`config.mk`:
```
export PLATFORM = sky130hd
export DESIGN_NAME = exc_seq
export DESIGN_NICKNAME = d
export VERILOG_FILES = /design/src/rtl/exc_pkg.sv /design/src/rtl/exc_arb.sv /design/src/rtl/exc_ie_next.sv /design/src/rtl/exc_seq.sv
export SDC_FILE = /design/constraint.sdc
export NUM_CORES = 1
export LEC_CHECK = 0
export ABC_AREA = 0
export BUFFER_PORTS_ARGS = -buffer_cell sky130_fd_sc_hd__buf_4
export CAP_MARGIN = 20
export CELL_PAD_IN_SITES_DETAIL_PLACEMENT = 0
export CELL_PAD_IN_SITES_GLOBAL_PLACEMENT = 1
export CORE_MARGIN = 4
export CORE_UTILIZATION = 29
export CTS_CLUSTER_DIAMETER = 150
export DETAILED_ROUTE_END_ITERATION = 8
export PLACE_DENSITY_LB_ADDON = 0.1
export SYNTH_ARGS = -nofsm -noshare
export SYNTH_HDL_FRONTEND = slang
export SYNTH_SLANG_ARGS = --single-unit
```
`constraint.sdc`:
```
create_clock -name clk -period 2 [get_ports clk]
set_input_delay 0.3 -clock clk [delete_from_list [all_inputs] [get_ports clk]]
set_output_delay 0.3 -clock clk [all_outputs]
set_load 0.01 [all_outputs]
```
`src/rtl/exc_pkg.sv`:
```
package exc_pkg;

    typedef enum logic [2:0] {
        EID_RESET = 3'd0,
        EID_BRK   = 3'd1,
        EID_IBUS  = 3'd2,
        EID_WATCH = 3'd3,
        EID_DBUS  = 3'd4,
        EID_DIV0  = 3'd5,
        EID_IRQ   = 3'd6,
        EID_SCALL = 3'd7
    } exc_id_e;

    typedef enum logic [1:0] {
        CSR_IE   = 2'd0,
        CSR_IP   = 2'd1,
        CSR_EBA  = 2'd2,
        CSR_DEBA = 2'd3
    } csr_sel_e;

    typedef enum logic [2:0] {
        IE_HOLD,
        IE_ENTER_EXC,
        IE_ENTER_BRK,
        IE_RET_EXC,
        IE_RET_BRK
    } ie_mode_e;

    localparam int unsigned N_ID   = 8;
    localparam int unsigned IE_W   = 3;
    localparam logic [4:0]  LINK_EXC = 5'd30;
    localparam logic [4:0]  LINK_BRK = 5'd31;

endpackage

```
`src/rtl/exc_arb.sv`:
```
module exc_arb #(
    parameter int unsigned N    = 8,
    localparam int unsigned ID_W = $clog2(N)
) (
    input  logic [N-1:0]    req,
    output logic            hit,
    output logic [ID_W-1:0] id
);
    always_comb begin
        hit = 1'b0;
        id  = '0;
        for (int i = N - 1; i >= 0; i--) begin
            if (req[i]) begin
                hit = 1'b1;
                id  = ID_W'(i);
            end
        end
    end
endmodule

```
`src/rtl/exc_ie_next.sv`:
```
module exc_ie_next
    import exc_pkg::*;
(
    input  ie_mode_e        mode,
    input  logic [IE_W-1:0] ie_q,
    output logic [IE_W-1:0] ie_d
);
    always_comb begin
        unique case (mode)
            IE_ENTER_EXC: ie_d = {1'b0, ie_q[0], 1'b0};
            IE_ENTER_BRK: ie_d = {ie_q[0], 2'b00};
            IE_RET_EXC:   ie_d = {2'b00, ie_q[1]};
            IE_RET_BRK:   ie_d = {2'b00, ie_q[2]};
            default:      ie_d = ie_q;
        endcase
    end
endmodule

```
`src/rtl/exc_seq.sv`:
```
module exc_seq
    import exc_pkg::*;
#(
    parameter int unsigned XLEN      = 32,
    parameter int unsigned IP_W      = 8,
    parameter int unsigned BASE_LSB  = 8,
    parameter int unsigned VEC_SHIFT = 5
) (
    input  logic            clk,
    input  logic            rst,
    input  logic            req_brk,
    input  logic            req_unmapped,
    input  logic            req_misalign,
    input  logic            req_scall,
    input  logic            div_valid,
    input  logic [XLEN-1:0] div_divisor,
    input  logic [XLEN-1:0] fault_pc,
    input  logic            ret_valid,
    input  logic [4:0]      ret_reg,
    input  logic [XLEN-1:0] ret_target,
    input  logic            csr_we,
    input  logic [1:0]      csr_sel,
    input  logic [XLEN-1:0] csr_wdata,
    input  logic [IP_W-1:0] irq_set,
    output logic            redirect_valid,
    output logic [XLEN-1:0] redirect_pc,
    output logic            gpr_we,
    output logic [4:0]      gpr_waddr,
    output logic [XLEN-1:0] gpr_wdata,
    output logic [IE_W-1:0] csr_ie,
    output logic [IP_W-1:0] csr_ip,
    output logic [XLEN-1:0] csr_eba,
    output logic [XLEN-1:0] csr_deba
);
    localparam int unsigned ID_W = $clog2(N_ID);

    typedef struct packed {
        logic [IE_W-1:0] ie;
        logic [IP_W-1:0] ip;
        logic [XLEN-1:0] eba;
        logic [XLEN-1:0] deba;
        logic            rv;
        logic [XLEN-1:0] rpc;
        logic            gwe;
        logic [4:0]      gwa;
        logic [XLEN-1:0] gwd;
    } state_t;

    state_t st_d, st_q;

    logic [N_ID-1:0] req_vec;
    logic            arb_hit;
    logic [ID_W-1:0] arb_id;
    ie_mode_e        ie_mode;
    logic [IE_W-1:0] ie_next;

    always_comb begin
        req_vec                    = '0;
        req_vec[int'(EID_BRK)]     = req_brk;
        req_vec[int'(EID_DBUS)]    = req_unmapped | req_misalign;
        req_vec[int'(EID_DIV0)]    = div_valid && (div_divisor == '0);
        req_vec[int'(EID_SCALL)]   = req_scall;
    end

    exc_arb #(.N(N_ID)) u_arb (
        .req (req_vec),
        .hit (arb_hit),
        .id  (arb_id)
    );

    always_comb begin
        ie_mode = IE_HOLD;
        if (arb_hit) begin
            ie_mode = (arb_id == ID_W'(EID_BRK)) ? IE_ENTER_BRK : IE_ENTER_EXC;
        end else if (ret_valid) begin
            if (ret_reg == LINK_EXC)      ie_mode = IE_RET_EXC;
            else if (ret_reg == LINK_BRK) ie_mode = IE_RET_BRK;
        end
    end

    exc_ie_next u_ie (
        .mode (ie_mode),
        .ie_q (st_q.ie),
        .ie_d (ie_next)
    );

    always_comb begin
        st_d     = st_q;
        st_d.rv  = 1'b0;
        st_d.rpc = '0;
        st_d.gwe = 1'b0;
        st_d.gwa = '0;
        st_d.gwd = '0;

        if (arb_hit) begin
            st_d.rv  = 1'b1;
            st_d.gwe = 1'b1;
            st_d.gwd = fault_pc;
            if (arb_id == ID_W'(EID_BRK)) begin
                st_d.gwa = LINK_BRK;
                st_d.rpc = st_q.deba + (XLEN'(arb_id) << VEC_SHIFT);
            end else begin
                st_d.gwa = LINK_EXC;
                st_d.rpc = st_q.eba + (XLEN'(arb_id) << VEC_SHIFT);
            end
        end else if (ret_valid) begin
            st_d.rv  = 1'b1;
            st_d.rpc = ret_target;
        end

        st_d.ie = ie_next;

        if (csr_we) begin
            unique case (csr_sel_e'(csr_sel))
                CSR_IE: begin
                    if (ie_mode == IE_HOLD) st_d.ie = csr_wdata[IE_W-1:0];
                end
                CSR_IP:   st_d.ip   = st_q.ip & ~csr_wdata[IP_W-1:0];
                CSR_EBA:  st_d.eba  = {csr_wdata[XLEN-1:BASE_LSB], {BASE_LSB{1'b0}}};
                CSR_DEBA: st_d.deba = {csr_wdata[XLEN-1:BASE_LSB], {BASE_LSB{1'b0}}};
                default: ;
            endcase
        end

        st_d.ip = st_d.ip | irq_set;
    end

    always_ff @(posedge clk) begin
        if (rst) begin
            st_q <= '0;
        end else begin
            st_q <= st_d;
        end
    end

    assign redirect_valid = st_q.rv;
    assign redirect_pc    = st_q.rpc;
    assign gpr_we         = st_q.gwe;
    assign gpr_waddr      = st_q.gwa;
    assign gpr_wdata      = st_q.gwd;
    assign csr_ie         = st_q.ie;
    assign csr_ip         = st_q.ip;
    assign csr_eba        = st_q.eba;
    assign csr_deba       = st_q.deba;

endmodule

```
==> key figures <==
Min path
  • Hold/Removal Path Class: input pin to register

Worst setup path
  • Biggest fanout along the worst timing path: 29
  • Critical Path End: redirect_pc[21]
  • Data required time at the worst endpoint: 2.30 ns
  • Max stage delay cell, worst path: a221o_1
  • Setup CP Type: input pin to register
  • WP depth: 7
  • Crit path arrival time: 1.89 ns
  • Worst r2r path cells: 2
  • Kind of cell adding the most delay to the critical path: simple AND/OR/NAND/NOR gates
  • Cells along the critical path: buf_4 > nor4_1 > nand4_1 > nor3_4 > nor3_4 > buf_12 > a221o_1
  • Cell occurring most often along the worst timing path: nor3_4
  • Slowest cell delay on critical path: 0.36 ns
  • Destination of the worst register-to-register timing path: csr_ie[0]
  • Startpoint Class: input pin
  • Start point of the critical path: div_divisor[5]
  • Crit. End Element: register
  • Source of the worst register-to-register timing path: csr_ie[1]
  • Reg2Reg Setup Slack: 1.09 ns
  • Critical path buffer and inverter count: 2

Synth
  • Number of warnings printed during yosys synthesis: 0
  • Distinct cell type count of the synthesized netlist: 36
  • Seq cells post-synth: 127
  • Top_reg_cell synth: dfxtp_1
  • Post-synth EDFFs: 0
  • Synth Cell Area: 4500 µm²
  • Synthesized area divided by synthesized cell count: 9.31 µm²
  • Instance count of the mapped netlist: 483
  • Async set-reset flop share out of synthesis: 0%
  • Sequential area share after synthesis: 56.5%

Clock tree
  • Clock slew at reported path FFs: 0.06 ns
  • Number of clock buffers inserted by TritonCTS: 17
  • Largest buffer count on any clock path: 2
  • Clock root cell: clkbuf_16
  • Clk Latency, worst-skew pair: 0.41 ns
  • Gates resized, CTS repair: 0
  • Setup repair bufs after CTS: 0
  • Number of levels the H-tree was split into: 4
  • CTS Hold Buffers Added: 0
  • TritonCTS clock tree: built
  • Count of clock tree sinks: 127

Floorplanning
  • Starting Density: 29.6%
  • Chip width: 133 µm
  • Standard-cell rows: 45
  • Area of the placeable core: 15,200 µm²
  • Number of I/O pins: 298
  • Die Y-Extent: 133 µm
  • Die area: 17,600 µm²

Global routing
  • Maximum number of pins on one net before global-route repair: 45
  • Via count of the first global-routing pass: 4,317
  • Antenna violations before repair: 0
  • Wire length of the first global-routing pass: 23,300 µm
  • Total congestion overflow after global routing: 0
  • Total global routing track utilization: 17.0%

Final layout
  • Final instance area: 7390 µm²
  • Leading cell type in the layout, fill and taps excluded: buf_4
  • Multi-input logic area: 1750 µm²
  • Net count of the finished layout: 915
  • Fill cell total of the finished layout: 1,485
  • Most frequent cells in the layout: 292 x buf_4, 127 x dfxtp_1, 109 x nand2_1
  • Sequential cell area: 2540 µm²
  • Signed area change from the synthesized netlist to the final layout: 64.3%
  • Proportion of layout cells with a drive suffix above 1: 43.2%
  • Number of antenna repair diodes: 0

Placement
  • Global placer's final weighted congestion: 0.733
  • Number of buffer cells added on primary ports: 281
  • Hpwl dp: 11,400 µm
  • DP Area: 6780 µm²

Timing
  • Fin. Hold Viols: 0
  • Fraction of the cycle the final worst path needs: 79.8%
  • Peak Freq: 0.627 GHz
  • Minimum clock period: 1.60 ns
  • Slew of the pin with the lowest slew margin: 0.602 ns
  • Setup tns final: 0 ns
  • Worst slew margin: 59.8%
  • Fin. max-slew vios: 0
  • Final setup violation count: 0
  • Unrepaired setup endpoints after global routing: no
  • Clock skew after layout: 0.00359 ns

Power
  • Max rail drop VDD: 556 µV
  • Power per standard cell area: 880 nW/µm²
  • Static leakage: 3.43 nW

Detailed routing
  • Vias: 4,325
  • Router iterations before antenna repair: 4
  • Wire length per cell: 15.7 µm
  • Drt total wl: 15,200 µm
  • Drc violations: 0
  • Final antenna-violating net count: 0
  • First-iteration detailed-routing DRC count: 199
  • Vias per inst: 4.49

Outcome
  • Run status: completed

Run
  • Maximum capacitance violations: 0
-- cells in the mapped netlist, types with 2 or more instances --
cell	number	share of area, %
dfxtp_1	127	57
nand2_1	109	9.1
and2_1	61	8.5
a21oi_1	59	6.6
a221o_1	24	5.3
clkbuf_1	23	1.9
buf_4	19	3.2
nor2_1	16	1.3
nor4_1	6	0.83
buf_2	3	0.33
mux2i_1	3	0.67
and3_1	2	0.28
buf_1	2	0.17
buf_6	2	0.50
nand3_1	2	0.22
nand4_1	2	0.28
o31a_1	2	0.39
or2_2	2	0.28
or3_1	2	0.28
-- worst min-delay path by stage --
| stage | slack [ns] | cells past startpoint | endpoint | startpoint |
|---|---|---|---|---|
| CTS | 0.06 | 2 | redirect_pc[0] | ret_target[0] |
| floorplan | 0.42 | 2 | csr_ip[0] | irq_set[0] |
| global route | 0.06 | 2 | redirect_pc[0] | ret_target[0] |
| global placement | 0.46 | 2 | csr_deba[26] | csr_deba[26] |
| detailed placement | 0.46 | 2 | csr_deba[17] | csr_deba[17] |
| finish | 0.08 | 2 | redirect_pc[4] | ret_target[4] |
-- metal layers --
metal	global-route usage, %	share of wire, %	vias up
li1	-	-	2154
met1	18.2	37	1958
met2	29.7	51	197
met3	8.17	9.9	16
met4	5.20	1.5	0
met5	0	0	-
-- logic make-up after synthesis --
logic type             count (synthesis)  share of synthesized area [%]
buffers and inverters                 50                           6.18
DFF                                  127                           56.5
muxes                                  4                          0.918
AOI/OAI and AO/OA                     91                           13.5
other                                  1                         0.0834
and+or+nand+nor                      210                           22.8
-- through the flow --
stage | total power, mW | instances | utilization (%) | worst slack, ns | hold slack, ns
finish | 6.50 | 964 | 48.6 | 0.404 | 0.0826
global route | 6.78 | 964 | 48.6 | 0.277 | 0.0589
CTS | 6.59 | 964 | 48.6 | 0.384 | 0.0637
detailed placement | 3.44 | 932 | 44.6 | -0.0451 | 0.464
global placement | 3.43 | 932 | 44.6 | -0.0119 | 0.456
floorplan | 2.99 | 498 | - | 0.149 | 0.417
-- cell type report --
class	count	share of cell area (%)
clock buffers	21	6.50
clock inverters	11	1.76
inverters	1	0.0508
multi-input cells	321	23.6
flip-flops and latches	127	34.4
well taps	188	3.18
repair buffers	295	30.5
-- registers in the layout, summed over array words and instances (netlist names) --
name,cells
redirect_pc,32
csr_eba,24
csr_ie,3
gpr_wdata,32
csr_ip,8
gpr_waddr,2
csr_deba,24
redirect_valid,1
gpr_we,1
-- power breakdown --
part	switching (mW)	total (mW)	internal (mW)
clock	1.15	3.13	1.98
combinational	0.296	0.693	0.397
sequential	0.0476	2.68	2.63
No activity file was read; power rests on OpenSTA's default activity.
